<file path="src/rtl/tfe_pkg.sv">
package tfe_pkg;
  localparam int TFE_TAP_W = 8;
  typedef logic [TFE_TAP_W-1:0] tap_t;

  // correction needed when the tuner's window is suspect
  function automatic logic tfe_need(tap_t s, tap_t e, tap_t hi, tap_t last);
    tap_t w;
    w = e - s;
    return (s == '0) || (e == last) || (e == tap_t'(last - 1'b1)) || (w >= hi);
  endfunction

  function automatic logic tfe_win_ok(tap_t w, tap_t hi, tap_t lo);
    return (w < hi) && (w >= lo);
  endfunction

  function automatic tap_t tfe_mid(tap_t st, tap_t w);
    return st + (w >> 1);
  endfunction

  function automatic tap_t tfe_edge_pick(tap_t ff, tap_t fp, tap_t ofs);
    tap_t ed;
    ed = ff + ((fp - ff) >> 1);
    if (ed != '0 && tap_t'(ed - 1'b1) > ofs) return ed - ofs;
    return ed + ofs;
  endfunction
endpackage

</file>
<file path="src/rtl/tfe_scan.sv">
module tfe_scan
  import tfe_pkg::*;
(
  input  logic clk,
  input  logic rst_n,
  input  logic clr,
  input  logic step,
  input  logic pass_bit,
  input  tap_t cur_tap,
  input  tap_t thr_hi,
  input  tap_t thr_lo,
  output logic acc,
  output tap_t acc_tap,
  output logic ff_seen,
  output logic fp_seen,
  output tap_t ff_tap,
  output tap_t fp_tap
);
  logic sf_q, sp_q, ep_q;
  tap_t fft_q, fpt_q, spt_q, ept_q;
  tap_t win;
  logic ev_first_fail, ev_open, ev_close, ev_reopen, rej;

  assign ev_first_fail = step && !pass_bit && !sf_q;
  assign ev_open       = step &&  pass_bit &&  sf_q && !sp_q;
  assign ev_close      = step && !pass_bit &&  sf_q &&  sp_q && !ep_q;
  assign ev_reopen     = step &&  pass_bit &&  sp_q &&  ep_q;
  assign win     = ept_q - spt_q;
  assign acc     = ev_reopen &&  tfe_win_ok(win, thr_hi, thr_lo);
  assign rej     = ev_reopen && !tfe_win_ok(win, thr_hi, thr_lo);
  assign acc_tap = tfe_mid(spt_q, win);

  assign ff_seen = sf_q;
  assign fp_seen = sp_q;
  assign ff_tap  = fft_q;
  assign fp_tap  = fpt_q;

  always_ff @(posedge clk) begin
    if (!rst_n || clr) begin
      sf_q <= 1'b0; sp_q <= 1'b0; ep_q <= 1'b0;
      fft_q <= '0; fpt_q <= '0; spt_q <= '0; ept_q <= '0;
    end else begin
      if (ev_first_fail) begin
        sf_q  <= 1'b1;
        fft_q <= cur_tap;
      end
      if (ev_open) begin
        sp_q  <= 1'b1;
        spt_q <= cur_tap;
        fpt_q <= cur_tap;
      end
      if (ev_close) begin
        ep_q  <= 1'b1;
        ept_q <= cur_tap - 1'b1;
      end
      if (rej) begin
        spt_q <= cur_tap;
        ep_q  <= 1'b0;
      end
    end
  end


  reject_moves_start_chk: assert property (@(posedge clk) disable iff (!rst_n)
    rej |=> (spt_q == $past(cur_tap)) && !ep_q);

  first_edge_once_chk: assert property (@(posedge clk) disable iff (!rst_n)
    (sf_q && sp_q && step) |=> $stable(fft_q) && $stable(fpt_q));
endmodule

</file>
<file path="src/rtl/tune_fix_engine.sv">
module tune_fix_engine
  import tfe_pkg::*;
#(
  parameter int TAP_W      = TFE_TAP_W,
  parameter int WORD_W     = 32,
  parameter int SEL_W      = 3,
  parameter int ITER_SHORT = 128,
  parameter int ITER_LONG  = 256
) (
  input  logic              clk,
  input  logic              rst_n,
  input  logic              start,
  input  logic              long_run,
  input  logic [TAP_W-1:0]  hw_start_tap,
  input  logic [TAP_W-1:0]  hw_end_tap,
  input  logic [TAP_W-1:0]  hw_cur_tap,
  input  logic [TAP_W-1:0]  thr_hi,
  input  logic [TAP_W-1:0]  thr_lo,
  input  logic [TAP_W-1:0]  fix_ofs,
  output logic              word_req,
  output logic [SEL_W-1:0]  word_sel,
  input  logic              word_vld,
  input  logic [WORD_W-1:0] word_data,
  output logic              busy,
  output logic              done,
  output logic [TAP_W-1:0]  tap_out
);
  localparam int BIT_W = $clog2(WORD_W);
  localparam logic [SEL_W-1:0] LASTW_S = SEL_W'(ITER_SHORT / WORD_W - 1);
  localparam logic [SEL_W-1:0] LASTW_L = SEL_W'(ITER_LONG / WORD_W - 1);
  localparam logic [BIT_W-1:0] LASTB   = BIT_W'(WORD_W - 1);

  typedef enum logic [2:0] {ST_IDLE, ST_REQ, ST_SCAN, ST_FALL, ST_FIN} st_t;
  st_t st;

  logic [SEL_W-1:0]  wsel;
  logic [BIT_W-1:0]  bitn;
  logic [WORD_W-1:0] word_q;
  tap_t c_q, hi_q, lo_q, ofs_q, tap_q;
  logic long_q, need_q;
  tap_t last_tap_now, cur_tap;
  logic need_now, step, acc, ff_seen, fp_seen;
  tap_t acc_tap, ff_tap, fp_tap;
  logic [SEL_W-1:0] lastw;

  assign last_tap_now = long_run ? tap_t'(ITER_LONG - 1) : tap_t'(ITER_SHORT - 1);
  assign need_now = tfe_need(hw_start_tap, hw_end_tap, thr_hi, last_tap_now);
  assign lastw    = long_q ? LASTW_L : LASTW_S;
  assign step     = (st == ST_SCAN);
  assign cur_tap  = tap_t'(wsel) * tap_t'(WORD_W) + tap_t'(bitn);

  tfe_scan u_scan (
    .clk(clk), .rst_n(rst_n), .clr(st == ST_IDLE && start), .step(step),
    .pass_bit(word_q[bitn]), .cur_tap(cur_tap), .thr_hi(hi_q), .thr_lo(lo_q),
    .acc(acc), .acc_tap(acc_tap), .ff_seen(ff_seen), .fp_seen(fp_seen),
    .ff_tap(ff_tap), .fp_tap(fp_tap)
  );

  always_ff @(posedge clk) begin
    if (!rst_n) begin
      st <= ST_IDLE; wsel <= '0; bitn <= '0; word_q <= '0;
      c_q <= '0; hi_q <= '0; lo_q <= '0; ofs_q <= '0; tap_q <= '0;
      long_q <= 1'b0; need_q <= 1'b0;
    end else begin
      case (st)
        ST_IDLE: if (start) begin
          c_q <= hw_cur_tap; hi_q <= thr_hi; lo_q <= thr_lo; ofs_q <= fix_ofs;
          long_q <= long_run; need_q <= need_now; wsel <= '0; bitn <= '0;
          if (need_now) st <= ST_REQ;
          else begin
            tap_q <= hw_cur_tap;
            st    <= ST_FIN;
          end
        end
        ST_REQ: if (word_vld) begin
          word_q <= word_data;
          bitn   <= '0;
          st     <= ST_SCAN;
        end
        ST_SCAN: begin
          if (acc) begin
            tap_q <= acc_tap;
            st    <= ST_FIN;
          end else if (bitn == LASTB) begin
            if (wsel == lastw) st <= ST_FALL;
            else begin
              wsel <= wsel + 1'b1;
              st   <= ST_REQ;
            end
          end else bitn <= bitn + 1'b1;
        end
        ST_FALL: begin
          tap_q <= (ff_seen && fp_seen) ? tfe_edge_pick(ff_tap, fp_tap, ofs_q) : c_q;
          st    <= ST_FIN;
        end
        default: st <= ST_IDLE;
      endcase
    end
  end

  assign word_req = (st == ST_REQ);
  assign word_sel = wsel;
  assign busy     = (st != ST_IDLE);
  assign done     = (st == ST_FIN);
  assign tap_out  = tap_q;


  done_single_chk: assert property (@(posedge clk) disable iff (!rst_n)
    done |=> !done);

  busy_until_done_chk: assert property (@(posedge clk) disable iff (!rst_n)
    $fell(busy) |-> $past(done));

  word_sel_range_chk: assert property (@(posedge clk) disable iff (!rst_n)
    word_req |-> (word_sel <= lastw));

  word_wait_chk: assert property (@(posedge clk) disable iff (!rst_n)
    (word_req && !word_vld) |=> word_req && $stable(word_sel));

  accept_stop_chk: assert property (@(posedge clk) disable iff (!rst_n)
    acc |=> done && !word_req && (tap_out == $past(acc_tap)));

  keep_chk: assert property (@(posedge clk) disable iff (!rst_n)
    (done && !need_q) |-> (tap_out == c_q));
endmodule

</file>
<file path="config.mk">
export PLATFORM = sky130hd
export DESIGN_NAME = tune_fix_engine
export DESIGN_NICKNAME = d
export VERILOG_FILES = /design/src/rtl/tfe_pkg.sv /design/src/rtl/tfe_scan.sv /design/src/rtl/tune_fix_engine.sv
export SDC_FILE = /design/constraint.sdc
export NUM_CORES = 1
export LEC_CHECK = 0
export BUFFER_PORTS_ARGS = -buffer_cell sky130_fd_sc_hd__buf_2
export CORE_UTILIZATION = 30
export DETAILED_ROUTE_END_ITERATION = 7
export PLACE_DENSITY_LB_ADDON = 0.2
export SYNTH_ARGS = -nofsm -noshare
export SYNTH_HDL_FRONTEND = slang
export SYNTH_HIERARCHICAL = 1
export SYNTH_SLANG_ARGS = --single-unit
</file>
<file path="constraint.sdc">
create_clock -name clk -period 10 [get_ports clk]
set_input_delay 0.5 -clock clk [delete_from_list [all_inputs] [get_ports clk]]
set_output_delay 0.5 -clock clk [all_outputs]
set_load 0.05 [all_outputs]
</file>
# Yosys cells after proc, flatten, opt, wreduce, memory -nomap -nowiden

Cells that the tools add are included.

Register bits after elaboration: 119
Input bits: 85
Output and inout port bits: 14
Logic and storage cells: 126

Add/sub/neg operators: 13
Magnitude comparators: 5
Equality and inequality tests: 17
Mux-type cells: 33
Reduce and logical (&&, ||, !) cells: 41

Operator list:

| kind                  | number |
|---|---|
| $mux W8               | 9 |
| $sub A8 B8 Y8         | 4 |
| $mux W3               | 10 |
| $pmux W8 S3           | 1 |
| $sub A8 B1 Y8 const B | 3 |
| $mux W5               | 4 |
| $add A8 B7 Y8         | 2 |
| $eq A8 B8 Y1          | 2 |
| $ge A8 B8 Y1          | 2 |
| $logic_and A1 B1 Y1   | 16 |
| $pmux W5 S3           | 1 |
| $ne A2 B2 Y1 const B  | 7 |
| $pmux W3 S4           | 1 |
| $reduce_and A5 Y1     | 2 |
| $reduce_bool A3 Y1    | 3 |
| $add A8 B5 Y8         | 1 |
| $add A8 B8 Y8         | 1 |
| $gt A8 B8 Y1          | 1 |
| $logic_not A8 Y1      | 1 |
| $lt A8 B8 Y1          | 1 |
| $reduce_bool A8 Y1    | 1 |
| $eq A3 B2 Y1 const B  | 2 |
| $logic_not A1 Y1      | 6 |
| $lt A5 B6 Y1 const B  | 1 |
| other kinds (19)      | 27 |

# Logic depth before layout (Yosys ltp)

Gate-level depths: netlist of the first run.

Word-level depth: 11
Gate-level depth with buffers: 34
Depth with buffers taken out: 34

# Modules after synthesis

The synthesis of the first run kept the hierarchy.

By module, submodules not included:

| module          | times used | cells each | area an instance (um2) | seq. area each (um2) |
|---|---|---|---|---|
| tune_fix_engine | 1          | 698        | 5691.7                 | 1681.6 |
| tfe_scan        | 1          | 272        | 2273.4                 | 700.7 |

# Worst setup path before layout of the first run

OpenSTA, ideal clock, no wires.

Kind: register to register
Start: reg u_scan.fft_q[1] (netlist: u_scan/ff_tap[1])
End: reg tap_q[7] (netlist: tap_out[7])
Library setup time: 116 ps
Arrival: 6040 ps
Data required time: 9884 ps
Setup slack: 3844 ps
Stages on the path, launching flop included: 34
Path buffers: 0
Clock period less this slack: 6156 ps
Cells stage by stage: dfxtp_1 > inv_1 > ha_1 > nor2b_1 > o21a_1 > o21ai_0 > a21oi_1 > o21ai_0 > nand2b_1 > a21oi_1 > xnor2_1 > ha_1 > a2111oi_2 > a21oi_1 > xor2_1 > xor2_1 > ha_1 > o21ai_0 > o21bai_1 > o41ai_1 > a21oi_1 > o41a_4 > mux2_2 > inv_1 > ha_1 > nand2b_1 > a21oi_1 > o21ai_0 > nand2b_1 > and4b_1 > or4_1 > o32ai_2 > xnor2_1 > o21ai_1

Word-level cells in the longest chain between the ends: 11
Elaborated cells on any way between the ends: 15
Those cells by class: add/sub: 5; order compare: 1; mux: 7; reduce/logical: 2

RTL lines:

| what                     | RTL line              | source |
|---|---|---|
| start: declaration       | tfe_scan.sv:20        | `tap_t fft_q, fpt_q, spt_q, ept_q;` |
| start signal: assignment | tfe_scan.sv:45        | `fft_q <= cur_tap;` |
| $sub A8 B8 Y8            | tfe_pkg.sv:22         | `ed = ff + ((fp - ff) >> 1);` |
| $add A8 B7 Y8 (*)        | tfe_pkg.sv:22         |  |
| $sub A8 B1 Y8            | tfe_pkg.sv:23         | `if (ed != '0 && tap_t'(ed - 1'b1) > ofs) return ed - ofs;` |
| $gt A8 B8 Y1             | tfe_pkg.sv:23         |  |
| $logic_and A1 B1 Y1      | tfe_pkg.sv:23         |  |
| $mux W1                  | tfe_pkg.sv:23         |  |
| $mux W1                  | tune_fix_engine.sv:65 | `case (st)` |
| $mux W1                  | tune_fix_engine.sv:60 | `if (!rst_n) begin` |
| $mux W8 (*)              | tfe_pkg.sv:24         | `return ed + ofs;` |
| $mux W8 (*)              | tune_fix_engine.sv:93 | `tap_q <= (ff_seen && fp_seen) ? tfe_edge_pick(ff_tap, fp_tap, ofs_q) : c_q;` |
| $pmux W8 S3 (*)          | tune_fix_engine.sv:65 |  |
| end signal: assignment   | tune_fix_engine.sv:71 | `tap_q <= hw_cur_tap;` |
| end signal: assignment   | tune_fix_engine.sv:82 | `tap_q <= acc_tap;` |
| end signal: assignment   | tune_fix_engine.sv:93 |  |
| end: declaration         | tune_fix_engine.sv:39 | `tap_t c_q, hi_q, lo_q, ofs_q, tap_q;` |

Every way passes the cells marked *; elsewhere a longest branch is shown, timed or not. The select of a mux whose other input is x is not followed.
A chain may end at the register's enable or synchronous reset.

# Worst setup path in the final report of the first run

Ends and elaborated chain as after synthesis.

==> run metrics, run 1 <==
status=complete, no violations; Post-Layout Cell Count=1,406; RSZ-0062 raised after global routing=false; min cycle time layout=6.89 ns; clock skew=0.0165 ns; Worst-path clk slew=0.07 ns; cell taking the most area after synthesis=dfxtp_1; Final Core Density=0.358; hold violation count in the final report=0; Pre-antenna DRT Iters=4; asr flop ratio synth=0; post_cts resized=0; total CTS buffers=17; Worst EP required=10.31 ns; Hold Path Depth=3; die height=165 um; total of max-cap violations=0; Yosys top cell area share=0.299; ratio of cells with drive above 1 in the final layout=0.163; Unique masters post-synth=75; hold_buf cts=0; Synth Area per Inst=8.21 um^2; final-report setup violation count=0; xor/xnor share of the synthesized area=0.0658; initial antenna violation count=1; total core area=0.0261 mm^2; Root Buffer Master=clkbuf_16; ys flop type=dfxtp_1; Post-synth EDFFs=0; Slew Limit Fails=0; Worst slew margin=0.374; CP delay by family, top=compound AO/OA/AOI/OAI gates; Critical Path Source=u_scan/ff_tap[1]; met2 wire len=9.08 mm; antenna viol nets, final=0; M1 wire length=10.6 mm; CP peak stage delay=0.54 ns; maximum vdd drop=0.0899 mV; period utilisation layout=0.689; CP Class=register to register; crit-path max FO=7; met3 wire length=878 um; Hold Slack=0.320 ns; Top Metal Used=met5; first-pass GRT wire length=34.4 mm; via count=6,702; main area contributors after synthesis=dfxtp_1, ha_1, nand2_1; synthesized area=0.00797 mm^2; min-delay src=word_data[9]; Stages on worst setup path=33; WP data arrival=7.20 ns; initial drt markers=323; Post-Synth Simple-Gate Area=0.191; power density over the cells=157 mW/mm^2; DRC viols=0; leakage power figure=3.93 nW; Synth Area in Adders=0.138; vias in the first global route=6,572; largest net degree at the start of global routing=84; Layout Area Growth over Synthesis=17.2%; I/O Buffers=98; IO Count=99; Post-Syn Nets=1,139; GRT Overall Usage=0.163; total global routing overflow=0; worst skew pair latency=0.43 ns; Startpoint Class=register; Initial Util=0.306; Die Area=0.0272 mm^2; Syn Inst Count=970; reg2reg start=u_scan/ff_tap[1]; largest family of logic cells by synthesized area=simple AND/OR/NAND/NOR gates; pin slew with the least headroom to its limit=0.930 ns; H-tree depth=4; ant diodes=0; Via density=4.77; CTS Sinks=119; most common cell in the netlist=nand2_1; CP endpoint kind=register; width of the die=165 um; Worst R2R Path Depth=33; Worst path slowest cell=xnor2_1; YS warnings=6; Fmax achieved=145 MHz; Post-synth top cells=nand2_1, dfxtp_1, ha_1; CTS tree=yes; num rows=59; Worst Hold Class=input port to register; post-synthesis mux area share=0.0564; complex-gate fraction of the synthesized area=0.189; clk buf depth=2; gp weighted congestion=0.858; Seq/Total Area, Yosys=0.299; filler instances=2,814; Post-CTS Setup Inserts=0; setup TNS=0 ns; crit path buf inv count=2; final net count=1,227; Placed Cells=1,374; register bit total from synthesis=119; post-DP HPWL=15.7 mm; WL/cell=14.8 um; Routed WL=20.9 mm
-- final cells by class --
class	instances	area, um^2	share of cell area
multi-input cells	735	5110	0.547
flip-flops and latches	119	2380	0.255
repair buffers	109	573	0.0614
clock buffers	17	425	0.0456
well taps	335	419	0.0449
inverters	76	285	0.0306
clock inverters	15	143	0.0153
-- logic make-up (layout without fill, tap and decap cells) --
kind of cell / after synthesis / count (layout)
simple gates: 341 / 341
compound gates: 219 / 219
flops: 119 / 119
buf+inv: 116 / 217
fa+ha+maj: 84 / 84
xor+xnor: 59 / 59
mux: 32 / 32
-- report_power, final --
part / internal (mW) / switching, mW / leakage (nW) / total, mW
Sequential: 0.503 / 0.0233 / 0.966 / 0.526
Combinational: 0.127 / 0.207 / 2.69 / 0.334
Clock: 0.331 / 0.270 / 0.273 / 0.601
Total: 0.962 / 0.500 / 3.93 / 1.46
-- sequential cells by signal (all words and copies together) (netlist names), 3 cells and up --
name and flops:
bitn 5, c_q 8, hi_q 8, lo_q 8, ofs_q 8, st 3
tap_out 8, u_scan/ept_q 8, u_scan/ff_tap 8, u_scan/fp_tap 8, u_scan/spt_q 8, word_q 32
word_sel 3
-- per-layer routing --
| metal | GRT usage | vias to the layer above |
|---|---|---|
| met5 | 0 | - |
| met4 | 0.0379 | 2 |
| met3 | 0.0387 | 20 |
| met2 | 0.255 | 117 |
| met1 | 0.224 | 3078 |
| li1 | - | 3485 |
-- through the flow --
stage,worst slack [ns],cell area (um^2),power [mW]
CTS,3.13,9340,1.48
floorplan,3.84,7970,0.774
finish,3.11,9340,1.46
global route,2.45,9340,1.54
global placement,3.31,8770,0.872
detailed placement,3.18,8770,0.871
-- cell usage in the layout, fill, tap and decap left out, types with 4 or more instances in the layout --
| master | Yosys | layout |
|---|---|---|
| a211oi_1 | 11 | 11 |
| a21boi_0 | 67 | 67 |
| a21o_1 | 10 | 10 |
| a21oi_1 | 49 | 49 |
| a31oi_1 | 5 | 5 |
| buf_2 | 1 | 98 |
| buf_4 | 2 | 11 |
| clkbuf_16 | 0 | 17 |
| dfxtp_1 | 119 | 119 |
| fa_1 | 6 | 6 |
| ha_1 | 78 | 78 |
| inv_1 | 73 | 73 |
| inv_6 | 0 | 6 |
| inv_8 | 0 | 6 |
| mux2i_1 | 19 | 19 |
| mux4_2 | 10 | 10 |
| nand2_1 | 193 | 193 |
| nand2b_1 | 14 | 14 |
| nand3_1 | 9 | 9 |
| nand4_1 | 4 | 4 |
| nor2_1 | 61 | 61 |
| nor2b_1 | 15 | 15 |
| nor3_1 | 15 | 14 |
| nor4_1 | 4 | 4 |
| o211a_1 | 4 | 4 |
| o211ai_1 | 5 | 5 |
| o21a_1 | 5 | 5 |
| o21ai_0 | 26 | 26 |
| o21ai_1 | 7 | 7 |
| o21bai_1 | 7 | 7 |
| or3_1 | 5 | 5 |
| xnor2_1 | 43 | 43 |
| xor2_1 | 15 | 15 |
-- tightest hold or removal path, delay by kind of cell --
family	cells	cell delay, ns
compound gates	1	0.06
simple gates	1	0.04
buf+inv	1	0.10
-- path summary, 6_finish.rpt --
path,to,slack (ns)
max,tap_out[7],3.11
min,word_q[9],0.32
max reg2reg,tap_out[7],3.11
min reg2reg,word_q[20],0.46
(Power assumes the default switching activity.)
==> inputs of run 2 (changes only) <==
==> constraint.sdc (replaced) <==
create_clock -name clk -period 6.4 [get_ports clk]
set_input_delay 0.32 -clock clk [delete_from_list [all_inputs] [get_ports clk]]
set_output_delay 0.32 -clock clk [all_outputs]
set_load 0.05 [all_outputs]
==> run metrics, run 2 (same netlist as run 1, synthesis figures left out) <==
period utilisation layout=0.950 (was 0.689); met3 wire length=848 um (was 878 um); vias in the first global route=6,674 (was 6,572); total of max-cap violations=0 (unchanged); Hold Slack=0.141 ns (was 0.320 ns); via count=6,712 (was 6,702); Worst slew margin=0.329 (was 0.374); initial antenna violation count=1 (unchanged); met2 wire len=9.54 mm (was 9.08 mm); Fmax achieved=165 MHz (was 145 MHz); Largest register FFs=32 (unchanged); pin slew with the least headroom to its limit=1.00 ns (was 0.930 ns); commonest non-fill, non-tap cell in the layout=nand2_1 (unchanged); ant diodes=0 (unchanged); Layout Area Growth over Synthesis=20.3% (was 17.2%); Worst Hold Class=input port to register (unchanged); Placed Cells=1,381 (was 1,374); min cycle time layout=6.08 ns (was 6.89 ns); commonest non-fill, non-tap cells in the layout=nand2_1, dfxtp_1, buf_2 (unchanged); CP peak stage delay=0.49 ns (was 0.54 ns); most frequent CP cell=ha_1; post-DP HPWL=15.8 mm (was 15.7 mm); Top Metal Used=met4 (was met5); CP endpoint kind=register (unchanged); I/O Buffers=98 (unchanged); final-report setup violation count=0 (unchanged); worst skew pair latency=0.42 ns (was 0.43 ns); Worst EP required=6.70 ns (was 10.31 ns); crit path buf inv count=2 (unchanged); Root Buffer Master=clkbuf_16 (unchanged); largest net degree at the start of global routing=85 (was 84); hold_buf cts=0 (unchanged); WP data arrival=6.38 ns (was 7.20 ns); initial drt markers=335 (was 323); GRT Overall Usage=0.165 (was 0.163); Worst path slowest cell=or4_4 (was xnor2_1); total CTS buffers=17 (unchanged); Initial Util=0.306 (unchanged); gp weighted congestion=0.814 (was 0.858); H-tree depth=4 (unchanged); Routed WL=21.1 mm (was 20.9 mm); Startpoint Class=register (unchanged); final net count=1,239 (was 1,227); WL/cell=14.9 um (was 14.8 um); hold violation count in the final report=0 (unchanged); crit-path max FO=5 (was 7); num rows=59 (unchanged); Pre-antenna DRT Iters=4 (unchanged); width of the die=165 um (unchanged); ratio of cells with drive above 1 in the final layout=0.194 (was 0.163); setup TNS=0 ns (unchanged); total core area=0.0261 mm^2 (unchanged); Slew Limit Fails=0 (unchanged); Worst-path clk slew=0.06 ns (was 0.07 ns); Via density=4.73 (was 4.77); DRC viols=0 (unchanged); leakage power figure=4.03 nW (was 3.93 nW); clk buf depth=2 (unchanged); power density over the cells=246 mW/mm^2 (was 157 mW/mm^2); first-pass GRT wire length=34.8 mm (was 34.4 mm); status=complete, no violations (unchanged); M1 wire length=10.5 mm (was 10.6 mm); IO Count=99 (unchanged); total global routing overflow=0 (unchanged); CTS tree=yes (unchanged); CP delay by family, top=compound AO/OA/AOI/OAI gates (unchanged); die height=165 um (unchanged); antenna viol nets, final=0 (unchanged); CTS Sinks=119 (unchanged); CP Class=register to register (unchanged); clock skew=0.00989 ns (was 0.0165 ns); maximum vdd drop=0.153 mV (was 0.0899 mV); Non-Filler Cell Area, Final=0.00959 mm^2 (was 0.00934 mm^2); Die Area=0.0272 mm^2 (unchanged); Largest Register=word_q (unchanged); Post-Layout Cell Count=1,418 (was 1,406); Post-DP Area=0.00882 mm^2 (was 0.00877 mm^2)
==> run 2: tightest hold or removal path, stage by stage <==
cell,delay [ns]
buf_2,0.09
nand2_1,0.04
a21boi_0,0.06
==> run 2: path summary, 6_finish.rpt <==
path / startpoint / to / slack (ns) / depth (start not counted)
worst min-delay path: word_data[7] / word_q[7] / 0.14 / 3
worst max register to register: u_scan/ff_tap[1] / tap_out[7] / 0.32 / 32
worst max-delay path: u_scan/ff_tap[1] / tap_out[7] / 0.32 / 32
worst min register to register: word_q[6] / word_q[6] / 0.46 / 2
==> run 2: through the flow <==
step / utilization / setup slack (ns) / power (mW)
2_1_floorplan: - / 0.244 / 1.21
3_3_place_gp: 0.339 / 0.156 / 1.37
3_5_place_dp: 0.339 / 0.0647 / 1.37
4_1_cts: 0.361 / 0.0192 / 2.36
5_1_grt: 0.368 / -0.0468 / 2.48
6_report: 0.368 / 0.323 / 2.35
==> run 2: report_power, final <==
part | internal (mW) | total [mW] | switching (mW)
clock network | 0.581 | 0.977 | 0.396
logic | 0.218 | 0.545 | 0.327
registers | 0.786 | 0.832 | 0.0466
==> run 2: timing repair <==
| action | 4_1_cts | 5_1_grt |
|---|---|---|
| setup endpoints to repair | 0 | 6 |
| setup buffers | 0 | 5 |
| hold endpoints to repair | 0 | 0 |
| resized for setup | 0 | 30 |
==> run 2: final cells by class <==
cell class	count	area [um^2]
inverter	76	285
multi-input combinational	735	5240
sequential	119	2390
clock buffer	17	425
tap	335	419
clock inverter	15	164
fill	2747	16500
timing repair buffer	121	663
==> run 2: layer usage <==
layer	up-vias	global-route usage
li1	3515	-
met5	-	0
met4	0	0.0379
met3	12	0.0384
met1	3060	0.221
met2	125	0.265
